## config.mk

```make
export PLATFORM = sky130hd
export DESIGN_NAME = dpot_spi_front
export DESIGN_NICKNAME = d
export VERILOG_FILES = /design/src/rtl/dpot_spi_front.sv
export SDC_FILE = /design/constraint.sdc
export NUM_CORES = 1
export LEC_CHECK = 0
export ABC_CLOCK_PERIOD_IN_PS = 5630
export BUFFER_PORTS_ARGS = -buffer_cell sky130_fd_sc_hd__buf_2
export CAP_MARGIN = 20
export CORE_ASPECT_RATIO = 0.5
export CORE_MARGIN = 3
export CORE_UTILIZATION = 65
export CTS_CLUSTER_DIAMETER = 40
export DETAILED_ROUTE_END_ITERATION = 7
export GPL_TIMING_DRIVEN = 0
export PLACE_DENSITY = 0.89
export SYNTH_ARGS = -nofsm -noshare
export SYNTH_HDL_FRONTEND = slang
export SYNTH_SLANG_ARGS = --single-unit
```

## constraint.sdc

```tcl
create_clock -name clk -period 5.63 [get_ports clk]
set_input_delay 0.2815 -clock clk [delete_from_list [all_inputs] [get_ports clk]]
set_output_delay 0.2815 -clock clk [all_outputs]
set_load 0.02 [all_outputs]
```

## src/rtl/dpot_spi_front.sv

```systemverilog
module dpot_spi_front #(
  parameter int NPOT      = 2,
  parameter int TAP_W     = 6,
  parameter int WR_CYCLES = 64,
  parameter int RST_TAP   = 32
) (
  input  logic                    clk,
  input  logic                    rst_n,
  input  logic [1:0]              dev_addr,
  input  logic                    sck,
  input  logic                    cs_n,
  input  logic                    si,
  input  logic                    hold_n,
  input  logic                    wp_n,
  output logic                    so,
  output logic                    so_en,
  output logic                    busy,
  output logic                    standby,
  output logic [NPOT*TAP_W-1:0]   wiper
);
  localparam int PW = (NPOT > 1) ? $clog2(NPOT) : 1;
  localparam int CW = $clog2(WR_CYCLES + 1);
  localparam logic [7:0] TAP_MAX8 = 8'((1 << TAP_W) - 1);
  localparam logic [3:0] OP_WR_WIP = 4'h1, OP_WR_NV = 4'h2,
                         OP_RD_WIP = 4'h3, OP_RD_NV = 4'h4, OP_RD_ST = 4'h5;

  logic [4:0] s1, s2;
  logic sck_p, cs_p, paused;
  logic sck_s, cs_s, si_s, hold_s, wp_s;
  logic sck_rise, sck_fall, cs_fall, cs_rise;

  always_ff @(posedge clk or negedge rst_n)
    if (!rst_n) begin
      s1 <= 5'b01011; s2 <= 5'b01011; sck_p <= 1'b0; cs_p <= 1'b1;
    end else begin
      s1 <= {sck, cs_n, si, hold_n, wp_n};
      s2 <= s1;
      sck_p <= s2[4];
      cs_p <= s2[3];
    end

  assign {sck_s, cs_s, si_s, hold_s, wp_s} = s2;
  assign sck_rise = sck_s & ~sck_p;
  assign sck_fall = ~sck_s & sck_p;
  assign cs_fall  = ~cs_s & cs_p;
  assign cs_rise  = cs_s & ~cs_p;

  always_ff @(posedge clk or negedge rst_n)
    if (!rst_n) paused <= 1'b0;
    else if (cs_s) paused <= 1'b0;
    else if (!sck_s) paused <= ~hold_s;

  function automatic logic [TAP_W-1:0] sat(input logic [7:0] d);
    return (d > TAP_MAX8) ? TAP_MAX8[TAP_W-1:0] : d[TAP_W-1:0];
  endfunction

  logic [6:0] sh;
  logic [4:0] bitcnt;
  logic [7:0] byte_in, rd_byte, tx;
  logic [3:0] op_q;
  logic [PW-1:0] pot_q, pot_in, nv_pot, c_pot;
  logic hit_q, hit_in, is_rd, rd_phase, so_r, nv_pend, wp_ok;
  logic [TAP_W-1:0] nv_val, c_val;
  logic [TAP_W-1:0] wip_r [NPOT];
  logic [TAP_W-1:0] nv_r  [NPOT];
  logic [CW-1:0] cnt;

  assign byte_in = {sh, si_s};
  assign pot_in  = byte_in[PW-1:0];
  assign hit_in  = (byte_in[3:2] == dev_addr) && (32'(byte_in[1:0]) < NPOT);
  assign is_rd   = (byte_in[7:4] == OP_RD_WIP) || (byte_in[7:4] == OP_RD_NV) ||
                   (byte_in[7:4] == OP_RD_ST);

  always_comb begin
    rd_byte = '0;
    case (byte_in[7:4])
      OP_RD_WIP: rd_byte[TAP_W-1:0] = wip_r[pot_in];
      OP_RD_NV:  rd_byte[TAP_W-1:0] = nv_r[pot_in];
      OP_RD_ST:  rd_byte[0] = busy;
      default: ;
    endcase
  end

  always_ff @(posedge clk or negedge rst_n)
    if (!rst_n) begin
      sh <= '0; bitcnt <= '0; op_q <= '0; pot_q <= '0; hit_q <= 1'b0;
      rd_phase <= 1'b0; tx <= '0; so_r <= 1'b0;
      nv_pend <= 1'b0; nv_val <= '0; nv_pot <= '0; wp_ok <= 1'b0;
      for (int i = 0; i < NPOT; i++) wip_r[i] <= TAP_W'(RST_TAP);
    end else if (cs_fall) begin
      bitcnt <= '0; rd_phase <= 1'b0; hit_q <= 1'b0;
      nv_pend <= 1'b0; wp_ok <= wp_s;
    end else if (!cs_s) begin
      if (!wp_s) wp_ok <= 1'b0;
      if (!paused && sck_rise) begin
        sh <= byte_in[6:0];
        if (bitcnt != 5'd17) bitcnt <= bitcnt + 5'd1;
        if (bitcnt == 5'd7) begin
          op_q <= byte_in[7:4]; pot_q <= pot_in; hit_q <= hit_in;
          if (hit_in && is_rd) begin
            rd_phase <= 1'b1;
            tx <= rd_byte;
          end
        end
        if (bitcnt == 5'd15 && hit_q) begin
          if (op_q == OP_WR_WIP && !busy) wip_r[pot_q] <= sat(byte_in);
          if (op_q == OP_WR_NV) begin
            nv_pend <= 1'b1; nv_val <= sat(byte_in); nv_pot <= pot_q;
          end
        end
        if (bitcnt >= 5'd16) nv_pend <= 1'b0;
      end
      if (!paused && sck_fall && rd_phase) begin
        so_r <= tx[7];
        tx <= {tx[6:0], 1'b0};
      end
    end

  always_ff @(posedge clk or negedge rst_n)
    if (!rst_n) begin
      busy <= 1'b0; cnt <= '0; c_pot <= '0; c_val <= '0;
      for (int i = 0; i < NPOT; i++) nv_r[i] <= '0;
    end else if (busy) begin
      if (cnt == '0) begin
        busy <= 1'b0;
        nv_r[c_pot] <= c_val;
      end else cnt <= cnt - 1'b1;
    end else if (cs_rise && nv_pend && wp_ok && wp_s) begin
      busy <= 1'b1;
      cnt <= CW'(WR_CYCLES - 1);
      c_pot <= nv_pot;
      c_val <= nv_val;
    end

  assign so      = so_r;
  assign so_en   = ~cs_s & ~paused & rd_phase;
  assign standby = cs_s & ~busy;

  for (genvar g = 0; g < NPOT; g++) begin : g_tap
    assign wiper[g*TAP_W +: TAP_W] = wip_r[g];
  end
endmodule

```

==> impl_metrics.tcl <==
set metrics [dict create \
    clk_latency_ns 0.34 \
    fin_crit_sh 0.4782 \
    yosysMostFrequentCell "dfrtp_1" \
    tns_ns 0 \
    p_int_uw 1026 \
    finalClockSkew_ns 0.005547 \
    grt_first_pass_wirelength_mm 13.61 \
    p_switching_uw 301.4 \
    power.density_nw_per_um2 294.9 \
    start_util 0.6994 \
    clkTransAtPathRegs_ns 0.06 \
    tightest_slew_ns 1.013 \
    synth_cells 309 \
    nNetsFinal 360 \
    areaGrowthSynthToFinish_pct 13.26 \
    critPathLaunchType "flip-flop" \
    ys_warn_count 0 \
    drive_above_1_share 0.3286 \
    fill_cells 303 \
    hold_ws_ns 0.03662 \
    relSlewSlack 0.3197 \
    place.gp.congestion 0.8520 \
    post_cts_buffers 0 \
    hpwl_mm 5.464 \
    ys.flop_type "dfrtp_1" \
    synthTopCellsByCount "dfrtp_1 (80), mux2_2 (47), nand2_1 (33)" \
    rsz0062_at_grt "false" \
    grt_pass1_vias 2684 \
    slew_violations 0 \
    p_comb_frac 0.060 \
    drt_iter0_drc 201 \
    antenna_found_initial 0 \
    gr-usage-all-layers 0.2578 \
    fin_area_sq_um 4501 \
    diodes 0 \
    synth_area_per_cell_sq_um 12.86 \
    worst-setup-path-type "flip-flop to flip-flop" \
    cts_buffer_depth 2 \
    leakagePower_uw 0.002234 \
    viasPerCell 6.090 \
    drc 0 \
    dp.cells 407 \
    yosysUniqueCellTypes 55 \
    setup_slack_ns 2.937 \
    holdBufCountCts 1 \
    sequential_cell_area_sq_um 2238 \
    post_drt_wl_per_cell_um 18.90 \
    hold_violations 0 \
    swShare 0.2271 \
    p_clk_frac 0.425 \
    tritoncts "built" \
    cp.required_ns 5.86 \
    synth_area_leader_cell "dfrtp_1" \
    grt_max_degree 48 \
    hp-class "input port to flip-flop" \
    port_buffers 24 \
    core-area_sq_um 5682 \
    worstPathMaxFanout 6 \
    grt_overflow 0 \
    die_width_um 116.6 \
    status "finished, final reports clean" \
    std_cell_rows 19 \
    synth_seq_cells 89 \
    seq_power_share 0.516 \
    cts_sinks 89 \
    timing.max_cap.violations 0 \
    ant_nets 0 \
    placed_area_sq_um 4208 \
    seq_area_frac_synth 0.5633 \
    synth_nets 323 \
    cts_root_buf "clkbuf_16" \
    ios 25 \
    vias 2576 \
    arrival_ns 2.92 \
    post-place-ws_ns 3.025 \
    dieArea_sq_um 7145 \
    synth_top_area_share 0.5038 \
    ys_top_cells_by_area "dfrtp_1 (50%), mux2_2 (13%), dfstp_2 (6.0%), mux2i_1 (4.0%), nand2_1 (3.1%)" \
    die_h_um 61.29 \
    end_kind "flip-flop" \
    hold_depth 1 \
    syn_area_sq_um 3974 \
    multi_input_area_sq_um 1645 \
    drt_pass1_iterations 4 \
    numCtsBuffers 9 \
    fin_crit_ns 2.693 \
    finalWirelength_mm 7.994 \
    post_cts_resized 0 \
    async_flop_share 1.000 \
    r2r_cells 7 \
    max_freq_ghz 0.3714 \
    setup_viol 0 \
    synth_edf_count 0 \
    final_cells 423 \
    htreeDepth 3 \
    ir_drop_mv 0.2604 \
]
worst paths after layout:
path / end / slack (ns) / start
max: wiper[1] / 2.94 / bitcnt[0]
min: s1[1] / 0.04 / hold_n
max reg2reg: wiper[1] / 2.94 / bitcnt[0]
min reg2reg: s2[4] / 0.35 / s1[4]
max in group asynchronous: s2[0] / 4.48 / rst_n
min in group asynchronous: nv_r[10] / 0.46 / rst_n
through the flow:
step / power (uW) / utilization
after floorplan: 734.8 / -
after global placement: 763.2 / 0.7366
after detailed placement: 772.7 / 0.7406
after CTS: 1331 / 0.7921
after global routing: 1367 / 0.7921
final: 1327 / 0.7921
layer usage:
layer | GRT usage | part of all wire
met1 | 0.3340 | 0.45
met2 | 0.4236 | 0.49
met3 | 0.08047 | 0.049
met4 | 0.09150 | 0.015
met5 | 0 | 0
placed cells by master, fill, tap and decap left out, drive strengths merged, types with 2 or more instances in the layout:
master | synthesis | routed
nor4b | 2 | 2
nor2b | 3 | 3
mux2 | 54 | 54
and4bb | 2 | 2
nand3b | 2 | 2
xor2 | 2 | 2
or4 | 2 | 2
a211oi | 2 | 2
or3 | 9 | 9
dfrtp | 80 | 80
nor3 | 3 | 3
o21ai | 6 | 6
dfstp | 9 | 9
xnor2 | 3 | 3
nand3 | 6 | 6
o22ai | 5 | 5
nand4 | 2 | 2
o31ai | 2 | 2
clkbuf | 8 | 21
ha | 5 | 5
buf | 2 | 27
a21oi | 4 | 4
nand2 | 34 | 34
or4b | 3 | 3
nor3b | 2 | 2
mux2i | 16 | 16
nor2 | 11 | 11
inv | 12 | 12
area by class of cell:
type,count,share of cell area
clock inverters,2,0.002780
well taps,73,0.02029
inverters,12,0.01001
plain buffers,10,0.01001
multi-input cells,198,0.3656
clock buffers,13,0.06005
repair buffers,26,0.03392
flip-flops and latches,89,0.4974
cell families after synthesis:
logic type      share of synthesized area
compound gates                    0.05888
xor+xnor                          0.01102
fa+ha+maj                         0.01574
buf+inv                           0.02267
flops                              0.5633
mux                                0.1999
simple gates                       0.1285
power groups by stage:
stage	Combinational, uW	Clock [uW]	Sequential, uW
floorplan	48.0	0	687
detailed placement	78.3	0	694
CTS	79.8	567	684
finish	79.1	564	684
global route	87.4	593	686
global placement	71.2	0	692
flip-flops by register name (all words and copies together), names as in the netlist, 4 cells and up:
register	count
bitcnt	5
wiper	12
c_val	6
cnt	7
nv_r	12
s1	5
s2	5
tx	8
sh	7
nv_val	6
op_q	4
critical path, cell delays in order, from the launching register on:
cell      delay [ns]
dfrtp_1         0.44
ha_1            0.25
and3_1          0.17
ha_1            0.14
and4bb_2        0.26
nand3_1         0.10
nor3_1          0.78
mux2_2          0.43
Note: power is estimated with default switching activity, not from simulation.
